[src/rtl/oneshot_pkg.sv]
`timescale 1ns/1ps
package oneshot_pkg;

    // Synchronised trigger levels of one channel.
    typedef struct packed {
        logic pos;
        logic neg;
    } trig_pair_t;

    // Idle level of the pair: positive line low, negative line high.
    localparam trig_pair_t TRIG_IDLE = '{pos: 1'b0, neg: 1'b1};

endpackage

[src/rtl/os_sync.sv]
`timescale 1ns/1ps
module os_sync #(
    parameter int          WIDTH   = 2,
    parameter logic [WIDTH-1:0] RST_VAL = '0
) (
    input  logic             clk_i,
    input  logic             rst_ni,
    input  logic [WIDTH-1:0] async_i,
    output logic [WIDTH-1:0] sync_o
);

    typedef struct packed {
        logic [WIDTH-1:0] meta;
        logic [WIDTH-1:0] stable;
    } sync_state_t;

    sync_state_t st_d, st_q;

    always_comb begin
        st_d        = st_q;
        st_d.meta   = async_i;
        st_d.stable = st_q.meta;
    end

    always_ff @(posedge clk_i or negedge rst_ni) begin
        if (!rst_ni) begin
            st_q.meta   <= RST_VAL;
            st_q.stable <= RST_VAL;
        end else begin
            st_q <= st_d;
        end
    end

    assign sync_o = st_q.stable;

endmodule

[src/rtl/os_edge_qual.sv]
`timescale 1ns/1ps
module os_edge_qual
    import oneshot_pkg::*;
(
    input  logic       clk_i,
    input  logic       rst_ni,
    input  trig_pair_t level_i,
    output logic       fire_o
);

    typedef struct packed {
        trig_pair_t prev;
    } qual_state_t;

    qual_state_t st_d, st_q;
    logic        pos_rise;
    logic        neg_fall;

    always_comb begin
        st_d      = st_q;
        st_d.prev = level_i;
        // Each edge counts only while the opposite line is at its idle level.
        pos_rise  = level_i.pos && !st_q.prev.pos && level_i.neg;
        neg_fall  = !level_i.neg && st_q.prev.neg && !level_i.pos;
    end

    always_ff @(posedge clk_i or negedge rst_ni) begin
        if (!rst_ni) begin
            st_q.prev <= TRIG_IDLE;
        end else begin
            st_q <= st_d;
        end
    end

    assign fire_o = pos_rise || neg_fall;

endmodule

[src/rtl/os_timer.sv]
`timescale 1ns/1ps
module os_timer #(
    parameter int PERIOD_W = 16
) (
    input  logic                clk_i,
    input  logic                rst_ni,
    input  logic                fire_i,
    input  logic                clr_ni,
    input  logic                retrig_i,
    input  logic [PERIOD_W-1:0] period_i,
    output logic                q_o,
    output logic                qn_o
);

    localparam logic [PERIOD_W-1:0] CNT_ONE = PERIOD_W'(1);

    typedef struct packed {
        logic                armed;
        logic                q;
        logic                qn;
        logic [PERIOD_W-1:0] cnt;
    } timer_state_t;

    timer_state_t st_d, st_q;
    logic         accept;

    always_comb begin
        st_d       = st_q;
        st_d.armed = clr_ni;
        accept     = 1'b0;
        if (!clr_ni) begin
            st_d.q   = 1'b0;
            st_d.cnt = '0;
        end else begin
            accept = fire_i && st_q.armed && (period_i != '0)
                     && (!st_q.q || retrig_i);
            if (accept) begin
                st_d.q   = 1'b1;
                st_d.cnt = period_i;
            end else if (st_q.q) begin
                if (st_q.cnt == CNT_ONE) begin
                    st_d.q   = 1'b0;
                    st_d.cnt = '0;
                end else begin
                    st_d.cnt = st_q.cnt - CNT_ONE;
                end
            end
        end
        st_d.qn = !st_d.q;
    end

    always_ff @(posedge clk_i or negedge rst_ni) begin
        if (!rst_ni) begin
            st_q.armed <= 1'b0;
            st_q.q     <= 1'b0;
            st_q.qn    <= 1'b1;
            st_q.cnt   <= '0;
        end else begin
            st_q <= st_d;
        end
    end

    assign q_o  = st_q.q;
    assign qn_o = st_q.qn;

endmodule

[src/rtl/os_channel.sv]
`timescale 1ns/1ps
module os_channel
    import oneshot_pkg::*;
#(
    parameter int PERIOD_W = 16
) (
    input  logic                clk_i,
    input  logic                rst_ni,
    input  logic                trig_pos_i,
    input  logic                trig_neg_i,
    input  logic                clr_ni,
    input  logic                retrig_i,
    input  logic [PERIOD_W-1:0] period_i,
    output logic                q_o,
    output logic                qn_o
);

    localparam int SYNC_W = $bits(trig_pair_t);

    trig_pair_t raw;
    trig_pair_t synced;
    logic       fire;

    assign raw.pos = trig_pos_i;
    assign raw.neg = trig_neg_i;

    os_sync #(
        .WIDTH   (SYNC_W),
        .RST_VAL (TRIG_IDLE)
    ) i_sync (
        .clk_i   (clk_i),
        .rst_ni  (rst_ni),
        .async_i (raw),
        .sync_o  (synced)
    );

    os_edge_qual i_qual (
        .clk_i   (clk_i),
        .rst_ni  (rst_ni),
        .level_i (synced),
        .fire_o  (fire)
    );

    os_timer #(
        .PERIOD_W (PERIOD_W)
    ) i_timer (
        .clk_i    (clk_i),
        .rst_ni   (rst_ni),
        .fire_i   (fire),
        .clr_ni   (clr_ni),
        .retrig_i (retrig_i),
        .period_i (period_i),
        .q_o      (q_o),
        .qn_o     (qn_o)
    );

endmodule

[src/rtl/oneshot_bank.sv]
`timescale 1ns/1ps
module oneshot_bank #(
    parameter int CHANNELS = 2,
    parameter int PERIOD_W = 16
) (
    input  logic                         clk_i,
    input  logic                         sys_rst_ni,
    input  logic [CHANNELS-1:0]          trig_pos_i,
    input  logic [CHANNELS-1:0]          trig_neg_i,
    input  logic [CHANNELS-1:0]          clr_ni,
    input  logic [CHANNELS-1:0]          retrig_i,
    input  logic [CHANNELS*PERIOD_W-1:0] period_i,
    output logic [CHANNELS-1:0]          q_o,
    output logic [CHANNELS-1:0]          qn_o
);

    for (genvar c = 0; c < CHANNELS; c++) begin : g_chan
        os_channel #(
            .PERIOD_W (PERIOD_W)
        ) i_channel (
            .clk_i      (clk_i),
            .rst_ni     (sys_rst_ni),
            .trig_pos_i (trig_pos_i[c]),
            .trig_neg_i (trig_neg_i[c]),
            .clr_ni     (clr_ni[c]),
            .retrig_i   (retrig_i[c]),
            .period_i   (period_i[c*PERIOD_W +: PERIOD_W]),
            .q_o        (q_o[c]),
            .qn_o       (qn_o[c])
        );
    end

endmodule

[config.mk]
export PLATFORM = sky130hd
export DESIGN_NAME = oneshot_bank
export DESIGN_NICKNAME = d
export VERILOG_FILES = /design/src/rtl/oneshot_pkg.sv /design/src/rtl/os_sync.sv /design/src/rtl/os_edge_qual.sv /design/src/rtl/os_timer.sv /design/src/rtl/os_channel.sv /design/src/rtl/oneshot_bank.sv
export SDC_FILE = /design/constraint.sdc
export NUM_CORES = 1
export LEC_CHECK = 0
export ABC_CLOCK_PERIOD_IN_PS = 2500
export CAP_MARGIN = 20
export CORE_ASPECT_RATIO = 1.25
export CORE_MARGIN = 2
export CORE_UTILIZATION = 40
export CTS_CLUSTER_SIZE = 16
export DETAILED_ROUTE_END_ITERATION = 12
export GPL_TIMING_DRIVEN = 0
export HOLD_SLACK_MARGIN = 0.02
export MAX_ROUTING_LAYER = met4
export PLACE_DENSITY = 0.68
export SYNTH_ARGS = -nofsm -noshare
export SYNTH_HDL_FRONTEND = slang
export SYNTH_SLANG_ARGS = --single-unit
[constraint.sdc]
create_clock -name clk_i -period 2.5 [get_ports clk_i]
set_input_delay 0.5 -clock clk_i [delete_from_list [all_inputs] [get_ports clk_i]]
set_output_delay 0.5 -clock clk_i [all_outputs]
set_load 0.005 [all_outputs]
==> flow_summary.ini <==
[outcome]
status = finished, final reports clean

[global_route]
grt_max_degree = 31
grt_pass1_vias = 2595
antenna_found_initial = 0
track_usage_pct = 20.0
grt_pass1_wl_mm = 12.3
overflow = 0

[timing]
rsz0062_at_grt = no
fin_skew_ns = 0.0128
period_needed_ns = 2.39
period_share_pct = 95.7
setup_tns_ns = 0
finalMaxSlewViolations = 0
timing.slew.headroom_pct = 57.1
tightest_slew_ns = 0.641
fmax_mhz = 418
setup_violations = 0
hold_violations = 0

[synth]
syn-num-nets = 361
synth.distinct_cells = 50
synthCells = 315
yosys_warnings = 0
synth_top_area_share_pct = 36.2
synth_edf_count = 0
ys_top_cells_by_area = dfrtp_1, dfstp_2, o21ai_0
ys_ff_latch = 50
yosysSeqAreaShare_pct = 43.4
synth_area_um2 = 2900
ys.flop_type = dfrtp_1
synth-async-reset-ratio_pct = 100
yosys.area.top_type = dfrtp_1
avgSynthCellArea_um2 = 9.22

[clock_tree]
cts.sinks = 50
path_clk_slew_ns = 0.09
clock_path_buffers = 2
post_cts_buffers = 0
cts-resized-gates = 0
cts_buffers = 5
cts_tree = done
hold_buffers = 0
cts-root-buf = clkbuf_8
htree_levels = 2
clkLatencyLatePin_ns = 0.30

[setup_path]
start_kind = primary input
criticalPathCategory = in2reg
r2r_start = g_chan[1].i_channel.i_timer.st_q[1]$_DFFE_PN0P_
crit_required_ns = 2.72
critPathMaxFanout = 10
cp-startpoint = period_i[27]
critPathCaptureType = flip-flop
cp.arrival_ns = 2.61

[die]
io_pins = 46
placementRows = 34
die_height_um = 99.3
die_w_um = 80.2
dieArea_um2 = 7960
initial_utilization_pct = 41.4
design.core.area_um2 = 7020

[detailed_routing]
postRouteAntennaNets = 0
drtIter0Drc = 123
wl_per_cell_um = 15.8
wl_mm = 7.28
viasPerCell = 5.71
drc = 0
vias = 2619
firstDrtPassIters = 4

[placement]
portBuffers = 45
hpwl_mm = 5.54
place_area_um2 = 3480
gp_congestion = 0.906

[min_path]
worstHoldPathType = in2async

[cells_and_area]
insertedDiodeCount = 0
seq_area_um2 = 1260
multiInputGateArea_um2 = 1480
final_common_cell = clkdlybuf4s50_1
drive_gt1_share_pct = 11.9
finalInstanceArea_um2 = 3570
area_growth_pct = 22.9
final_cell_mix = clkdlybuf4s50_1, dfrtp_1, o21ai_0, a21oi_1, nor2_1
layout.nets = 414
fillers = 684

[power]
ir_drop_mv = 0.277
powerDensity_nw_per_um2 = 575
p_leak_nw = 1.44

[run]
max_cap_viol_count = 0
## cells by family after synthesis
family	count (synthesis)	synth area share, %
AO/OA/AOI/OAI	94	20.8
XOR/XNOR	5	1.51
adder cells (fa/ha/maj)	4	1.72
buffers and inverters	33	5.73
flip-flops	50	43.4
multiplexers	8	2.76
AND/OR/NAND/NOR	121	24.0
## worst max-delay path, cell delays in order
cell             delay (ns)
clkdlybuf4s50_1        0.45
nor4_1                 0.37
nand4_1                0.21
o2111ai_1              0.22
buf_2                  0.36
nand3_1                0.26
o22ai_1                0.22
## metrics by stage
| stage | util, % | power [mW] | setup WS (ns) | cells | hold WS (ns) |
|---|---|---|---|---|---|
| floorplan | - | 1.38 | 0.534 | 315 | 0.204 |
| global placement | 49.4 | 1.58 | -0.519 | 450 | 0.334 |
| detailed placement | 49.6 | 1.59 | -0.204 | 451 | 0.336 |
| CTS | 50.9 | 2.07 | 0.115 | 459 | 0.168 |
| global route | 50.9 | 2.17 | 0.0436 | 459 | 0.184 |
| finish | 50.9 | 2.05 | 0.108 | 459 | 0.158 |
## layer usage
layer	track usage [%]	wire length (um)
met3	2.54	346
met5	-	0
met2	34.2	3730
met4	7.56	165
met1	24.0	3040
## final cells by class
| type | count | share of cell area, % |
|---|---|---|
| plain buffers | 22 | 3.51 |
| clock buffers | 6 | 2.03 |
| clock inverters | 2 | 0.421 |
| inverters | 11 | 1.16 |
| multi-input cells | 232 | 41.4 |
| flip-flops and latches | 50 | 35.3 |
| well taps | 90 | 3.15 |
| repair buffers | 46 | 13.0 |
## cell usage after synthesis (3+ instances only)
| library cell | count |
|---|---|
| or4_4 | 4 |
| nand4_1 | 3 |
| clkbuf_1 | 10 |
| nor4_1 | 20 |
| nand2_1 | 23 |
| buf_2 | 4 |
| mux2i_1 | 8 |
| nand2b_1 | 4 |
| o21ai_1 | 5 |
| nand3_1 | 7 |
| o22ai_1 | 6 |
| a31oi_1 | 6 |
| ha_1 | 4 |
| dfrtp_1 | 42 |
| o21ai_0 | 33 |
| buf_6 | 3 |
| inv_1 | 11 |
| or3_1 | 7 |
| nor2_1 | 24 |
| xor2_1 | 3 |
| nor3_1 | 10 |
| buf_4 | 4 |
| dfstp_2 | 8 |
| a21oi_1 | 26 |
| nor2b_1 | 5 |
## path summary, 6_finish.rpt
kind / end / slack [ns] / depth (start not counted)
max: g_chan[1].i_channel.i_timer.st_q[12]$_DFFE_PN0P_ / 0.11 / 7
min: g_chan[0].i_channel.i_timer.st_q[8]$_DFFE_PN0P_ / 0.16 / 1
max reg2reg: g_chan[1].i_channel.i_timer.st_q[11]$_DFFE_PN0P_ / 0.23 / 7
min reg2reg: g_chan[0].i_channel.i_sync.sync_o[1]$_DFF_PN0_ / 0.35 / 0
max in group asynchronous: g_chan[1].i_channel.i_sync.sync_o[0]$_DFF_PN1_ / 1.76 / 2
min in group clk_i: g_chan[0].i_channel.i_sync.sync_o[1]$_DFF_PN0_ / 0.35 / 0
## registers in the layout (all words and copies together) (netlist names)
signal / count
g_chan.i_channel.i_timer.qn_o: 2
g_chan.i_channel.i_sync.sync_o: 4
g_chan.i_channel.i_qual.st_q: 4
g_chan.i_channel.i_sync.st_d: 4
g_chan.i_channel.i_timer.q_o: 2
g_chan.i_channel.i_timer.st_q: 34
## power by group
part | internal (mW) | leakage [nW] | switching (mW) | total, mW
clock | 0.198 | 0.0374 | 0.270 | 0.468
combinational | 0.288 | 0.761 | 0.360 | 0.648
sequential | 0.874 | 0.638 | 0.0617 | 0.936
total | 1.36 | 1.44 | 0.692 | 2.05
No activity file was read; power rests on OpenSTA's default activity.
